===== src/rtl/pci_lat_pkg.sv =====
package pci_lat_pkg;

  // Base values of the limit tables, in clock edges.
  localparam int unsigned SUB_LONG  = 8;
  localparam int unsigned INIT_BASE = 32;
  localparam int unsigned ALT_BASE  = 64;
  localparam int unsigned LIM_W     = $clog2((ALT_BASE << 2) + 1);

  typedef enum logic [1:0] {
    PH_IDLE  = 2'd0,
    PH_FIRST = 2'd1,
    PH_NEXT  = 2'd2
  } phase_e;

  typedef struct packed {
    logic             none;
    logic [LIM_W-1:0] edges;
  } lim_t;

  // Short table halves from INIT_BASE, long table doubles from ALT_BASE.
  function automatic lim_t init_limit(input logic alt, input logic [1:0] sel);
    lim_t r;
    r.none  = 1'b0;
    r.edges = '0;
    if (!alt) begin
      r.edges = LIM_W'(INIT_BASE >> sel);
    end else if (sel == 2'b11) begin
      r.none = 1'b1;
    end else begin
      r.edges = LIM_W'(ALT_BASE << sel);
    end
    return r;
  endfunction

  function automatic lim_t sub_limit(input logic sel);
    lim_t r;
    r.none  = 1'b0;
    r.edges = sel ? LIM_W'(SUB_LONG / 2) : LIM_W'(SUB_LONG);
    return r;
  endfunction

endpackage


===== src/rtl/lat_limit_sel.sv =====
module lat_limit_sel
  import pci_lat_pkg::*;
(
  input  logic       alt_tbl,
  input  logic [1:0] init_sel,
  input  logic       sub_sel,
  output lim_t       init_lim,
  output lim_t       sub_lim
);

  always_comb begin
    init_lim = init_limit(alt_tbl, init_sel);
    sub_lim  = sub_limit(sub_sel);
  end

endmodule


===== src/rtl/lat_phase_ctr.sv =====
module lat_phase_ctr
  import pci_lat_pkg::*;
(
  input  logic             clk,
  input  logic             rst_n,
  input  logic             txn_start,
  input  logic             txn_end,
  input  logic             data_done,
  input  lim_t             init_lim_in,
  input  lim_t             sub_lim_in,
  output logic             term_req,
  output logic             lat_timeout,
  output phase_e           phase,
  output logic [LIM_W-1:0] cnt,
  output lim_t             cur_lim,
  output logic             fire
);

  lim_t init_q;
  lim_t sub_q;
  logic active;

  assign active  = (phase != PH_IDLE);
  assign cur_lim = (phase == PH_FIRST) ? init_q : sub_q;

  // Fire on the edge whose count would reach the limit.
  always_comb begin
    fire = 1'b0;
    if (active && !txn_start && !txn_end && !data_done && !cur_lim.none)
      fire = (cnt == cur_lim.edges - LIM_W'(1));
  end

  always_ff @(posedge clk) begin
    if (!rst_n) begin
      phase       <= PH_IDLE;
      cnt         <= '0;
      init_q      <= '0;
      sub_q       <= '0;
      term_req    <= 1'b0;
      lat_timeout <= 1'b0;
    end else begin
      term_req <= fire;
      if (txn_start) begin
        init_q      <= init_lim_in;
        sub_q       <= sub_lim_in;
        phase       <= PH_FIRST;
        cnt         <= '0;
        lat_timeout <= 1'b0;
      end else if (active) begin
        if (txn_end) begin
          phase <= PH_IDLE;
          cnt   <= '0;
        end else if (data_done) begin
          phase <= PH_NEXT;
          cnt   <= '0;
        end else if (fire) begin
          phase       <= PH_IDLE;
          cnt         <= '0;
          lat_timeout <= 1'b1;
        end else if (!cur_lim.none) begin
          cnt <= cnt + LIM_W'(1);
        end
      end
    end
  end

endmodule


===== src/rtl/tenure_timer.sv =====
module tenure_timer #(
  parameter int unsigned TEN_W    = 8,
  parameter int unsigned MASK_LSB = 3
) (
  input  logic             clk,
  input  logic             rst_n,
  input  logic             bus_own,
  input  logic [TEN_W-1:0] cfg_val,
  output logic             expired,
  output logic [TEN_W-1:0] cnt,
  output logic [TEN_W-1:0] lim_eff
);

  logic             own_q;
  logic             own_rise;
  logic [TEN_W-1:0] lim_q;
  logic [TEN_W-1:0] lim_mask;

  assign own_rise = bus_own && !own_q;
  assign lim_mask = {cfg_val[TEN_W-1:MASK_LSB], {MASK_LSB{1'b0}}};
  assign lim_eff  = own_rise ? lim_mask : lim_q;

  always_ff @(posedge clk) begin
    if (!rst_n) begin
      own_q   <= 1'b0;
      lim_q   <= '0;
      cnt     <= '0;
      expired <= 1'b0;
    end else begin
      own_q <= bus_own;
      if (!bus_own) begin
        cnt     <= '0;
        expired <= 1'b0;
      end else begin
        if (own_rise) lim_q <= lim_mask;
        if (cnt != {TEN_W{1'b1}}) cnt <= cnt + TEN_W'(1);
        if (cnt == lim_eff) expired <= 1'b1;
      end
    end
  end

endmodule


===== src/rtl/pci_lat_watch.sv =====
module pci_lat_watch
  import pci_lat_pkg::*;
#(
  parameter int unsigned TEN_W    = 8,
  parameter int unsigned MASK_LSB = 3
) (
  input  logic             clk,
  input  logic             rst_n,
  input  logic             cfg_alt_tbl,
  input  logic [1:0]       cfg_init_sel,
  input  logic             cfg_sub_sel,
  input  logic [TEN_W-1:0] cfg_tenure,
  input  logic             txn_start,
  input  logic             data_done,
  input  logic             txn_end,
  input  logic             bus_own,
  output logic             term_req,
  output logic             lat_timeout,
  output logic             tenure_exp
);

  lim_t             init_lim_w;
  lim_t             sub_lim_w;
  phase_e           phase_w;
  logic [LIM_W-1:0] cnt_w;
  lim_t             cur_lim_w;
  logic             fire_w;
  logic [TEN_W-1:0] ten_cnt_w;
  logic [TEN_W-1:0] ten_lim_w;

  lat_limit_sel u_sel (
    .alt_tbl  (cfg_alt_tbl),
    .init_sel (cfg_init_sel),
    .sub_sel  (cfg_sub_sel),
    .init_lim (init_lim_w),
    .sub_lim  (sub_lim_w)
  );

  lat_phase_ctr u_ctr (
    .clk         (clk),
    .rst_n       (rst_n),
    .txn_start   (txn_start),
    .txn_end     (txn_end),
    .data_done   (data_done),
    .init_lim_in (init_lim_w),
    .sub_lim_in  (sub_lim_w),
    .term_req    (term_req),
    .lat_timeout (lat_timeout),
    .phase       (phase_w),
    .cnt         (cnt_w),
    .cur_lim     (cur_lim_w),
    .fire        (fire_w)
  );

  tenure_timer #(
    .TEN_W    (TEN_W),
    .MASK_LSB (MASK_LSB)
  ) u_ten (
    .clk     (clk),
    .rst_n   (rst_n),
    .bus_own (bus_own),
    .cfg_val (cfg_tenure),
    .expired (tenure_exp),
    .cnt     (ten_cnt_w),
    .lim_eff (ten_lim_w)
  );

endmodule


===== config.mk =====
export PLATFORM = sky130hd
export DESIGN_NAME = pci_lat_watch
export DESIGN_NICKNAME = d
export VERILOG_FILES = /design/src/rtl/pci_lat_pkg.sv /design/src/rtl/lat_limit_sel.sv /design/src/rtl/lat_phase_ctr.sv /design/src/rtl/tenure_timer.sv /design/src/rtl/pci_lat_watch.sv
export SDC_FILE = /design/constraint.sdc
export NUM_CORES = 1
export LEC_CHECK = 0
export ABC_AREA = 1
export ABC_CLOCK_PERIOD_IN_PS = 2900
export BUFFER_PORTS_ARGS = -buffer_cell sky130_fd_sc_hd__buf_2
export CORE_MARGIN = 8
export CORE_UTILIZATION = 40
export CTS_BUF_LIST = sky130_fd_sc_hd__clkbuf_4
export DETAILED_ROUTE_END_ITERATION = 12
export PLACE_DENSITY = 0.55
export SYNTH_ARGS = -nofsm -noshare
export SYNTH_HDL_FRONTEND = slang
export SYNTH_SLANG_ARGS = --single-unit

===== constraint.sdc =====
create_clock -name clk -period 2.9 [get_ports clk]
set_input_delay 0.435 -clock clk [delete_from_list [all_inputs] [get_ports clk]]
set_output_delay 0.435 -clock clk [all_outputs]
set_load 0.02 [all_outputs]

==> results by group <==
Setup path
  – Req. time, crit path: 3.14 ns
  – WP data arrival: 2.53 ns
  – CP Launch Type: register
  – CP Max Fanout: 9
  – Reg2Reg Setup Slack: between 0.6 and 0.7 ns
  – CP Capture Type: register
  – Crit path kind: register to register

CTS
  – Clk buf depth: 2
  – Post-CTS Setup Inserts: 0
  – Clock net sink count: 41
  – Post-CTS resize count: 0
  – TritonCTS clock tree: yes
  – Total CTS buffers: 5
  – Hold_buf cts: 0
  – Root Buffer: clkbuf_4
  – Clk slew on worst S/H paths: between 0.1 and 0.15 ns
  – Worst-Skew Late Latency: 0.34 ns
  – H-tree depth: 2

Synth
  – Most numerous cell in the Yosys netlist: nand2_1
  – Seq/Total Area, Yosys: 0.383
  – Post-Synthesis Cell Area: 0.00215 sq mm
  – Commonest register cell after synthesis: dfxtp_1
  – YS warnings: 0
  – Top cells by area, synth: dfxtp_1 38%, nand2_1 12%, inv_1 8.2%
  – Yosys reg bits: 41
  – Post-synth top cells: 67 x nand2_1, 47 x inv_1, 41 x dfxtp_1
  – Dominant cell type by area after synthesis: dfxtp_1
  – Asr flop ratio synth: 0
  – Gate Count Post-Synth: just over 300
  – Top-area cell type share of the netlist area: 0.383
  – Post-synth EDFFs: 0
  – Avg Cell Area, Syn: roughly 7.0 sq um
  – Mapped Nets: 326
  – Unique cell type count in the Yosys netlist: 34

STA
  – Hold Slack: between 0.3 and 0.4 ns
  – Final Cycle Share: 0.792
  – Final worst slack: roughly 0.60 ns
  – Slew @ Worst Pin: a little over 0.4 ns
  – Hold Vio Cnt, Final: 0
  – Setup TNS: 0 ns
  – Final setup fails: 0
  – Max_slew headroom: 0.723
  – RSZ-0062 raised after global routing: no
  – Slew Viols, Final: 0
  – Max Fclk: 436 MHz
  – Period minus WS final: roughly 2.3 ns
  – Clock Skew: approximately 0.010 ns

Global route
  – Global-route wire length before repair: approximately 7900 microns
  – Largest net degree at the start of global routing: 14
  – Antenna violations before repair: 0
  – Total track usage: 0.126
  – Routing usage on met2: 0.230
  – GRT Residual Overflow: 0
  – Global-route met1 utilization: 0.138
  – GR Util met3: 0.0285
  – Vias in the first global route: approximately 1900
  – Most Crowded Layer GR: met2

Layout
  – Layout cells sized above 1: 0.162
  – Reg area: around 800 sq um
  – Fillcell total: 581
  – Multi-input combinational cell area: 0.00112 sq mm
  – Antenna fix cells: 0
  – Post-layout net count: around 350
  – Post-route cell area: roughly 0.0024 sq mm
  – Area delta synth->final: 9.97%

Detailed routing
  – DR iter-0 viols: 57
  – Antenna-violating nets left: 0
  – DR vias/cell: about 4.6
  – Final wirelength: around 4400 microns
  – 1st-pass router iterations: 4
  – Via count: approximately 1800
  – Remaining routing DRC violations: 0
  – Routed wire per std cell: roughly 11 microns

Power
  – Clock power frac: 0.271
  – NetSw: 280 uW
  – Lkg Pwr: 0.000976 uW
  – P_int: a little over 700 uW
  – Pwr/cell area: 421 mW/mm^2
  – Final Power: 994 uW
  – Worst VDD drop: roughly 230 uV
  – Combinational power share: 0.139
  – Switching part of the total power: 0.282
  – Seq pwr share: 0.591

Outcome
  – Status: complete, no violations

Place
  – DP HPWL: 3460 microns
  – Global placement routability congestion: between 0.8 and 0.9
  – Port Buffer Count: 17
  – Setup WS pre-CTS: 0.598 ns
  – Area after DPL: between 0.002 and 0.0025 sq mm

Die
  – Die Area: 0.00796 sq mm
  – # rows: 26
  – Initial Util: 0.417
  – Die Wd: slightly below 90 microns
  – Core area: roughly 0.0051 sq mm
  – Die Ht: between 80 and 90 microns
  – IO Count: 21

Flow run
  – # Max-Cap Violations: 0

Min path
  – Hold Crit Class: primary input to register
==> routing by layer <==
metal | vias to the layer above | part of all wire
met2 | 12 | 0.49
met3 | 6 | 0.020
met1 | 799 | 0.47
li1 | 1009 | -
met5 | - | 0
met4 | 0 | 0.014
==> power groups by stage <==
stage | clock network [uW] | registers [uW] | logic (uW)
final | 269 | 587 | 138
after global routing | 311 | 590 | 161
after CTS | 288 | 588 | 140
after detailed placement | 0 | 600 | 139
after global placement | 0 | 600 | 139
after floorplan | 0 | 596 | 107
==> cells by family (layout without fill, tap and decap cells) <==
kind of cell / count (synthesis) / in the layout / share of synthesized area
flip-flops: 41 / 41 / 0.383
adder cells (fa/ha/maj): 3 / 3 / 0.0175
buffers and inverters: 53 / 75 / 0.0945
AO/OA/AOI/OAI: 46 / 46 / 0.127
AND/OR/NAND/NOR: 149 / 149 / 0.325
XOR/XNOR: 13 / 13 / 0.0531
==> per-stage QoR <==
step | util | std cells
global route | 0.459 | 397
detailed placement | 0.450 | 390
CTS | 0.459 | 397
floorplan | - | 305
global placement | 0.450 | 390
finish | 0.459 | 397
==> cell usage in the layout, fill, tap and decap left out, types with 2 or more instances in the layout <==
cell      count
dfxtp_1      41
ha_1          3
clkbuf_4      5
inv_2         3
nand3_2       2
o21a_1        2
nor2_4        2
nand2_2       5
a31oi_1       2
xnor2_1       3
nor2_1       32
o22ai_1       4
o21ai_1       4
or2_2         3
nor3_1        6
a211oi_1      2
buf_2        17
nand4_1       2
a21oi_1       9
o211ai_1      2
nor2_2        9
a32o_1        2
inv_1        47
nand2_1      67
xor2_1       10
nand2_4       2
nand3_1      16
o21ai_0      16
==> worst max-delay path, cell delays in order (launching register included) <==
cell and delay (ns):
dfxtp_1 0.59, nand2_4 0.11, nand2_1 0.09, nand2_2 0.07, ha_1 0.29, nand2_1 0.07, inv_1 0.04, nor2_1 0.08
nand3_1 0.08, nor2_1 0.10, nand3_1 0.09, nor2_2 0.13, nand3_4 0.12, nand2_2 0.08, nand2_2 0.06, nand2_4 0.13
nor2_2 0.04
==> layout make-up <==
type,instances,share of cell area
tap,70,0.0371
inverter,50,0.0795
clock buffer,5,0.0159
multi-input combinational,211,0.476
clock inverter,2,0.00477
timing repair buffer,18,0.0392
sequential,41,0.348
==> sequential cells by signal (all words and copies together), names as in the netlist <==
name	flops
u_ctr.cnt	9
u_ctr.init_q	8
u_ten.cnt	8
u_ten.lim_q	8
u_ctr.phase	2
u_ctr.sub_q	2
u_ctr.lat_timeout	1
u_ctr.term_req	1
u_ten.expired	1
u_ten.own_q	1
==> final timing paths <==
kind,from,cells past startpoint,endpoint
worst min-delay path,cfg_sub_sel,4,u_ctr.sub_q[3]$_SDFFE_PN0P_
worst max-delay path,u_ctr.phase[0]$_SDFFE_PN0P_,16,u_ctr.cnt[3]$_SDFFE_PP0P_
worst max register to register,u_ctr.phase[0]$_SDFFE_PN0P_,16,u_ctr.cnt[3]$_SDFFE_PP0P_
worst min register to register,u_ctr.lat_timeout$_SDFFE_PP0P_,2,u_ctr.lat_timeout$_SDFFE_PP0P_
(Power assumes the default switching activity.)
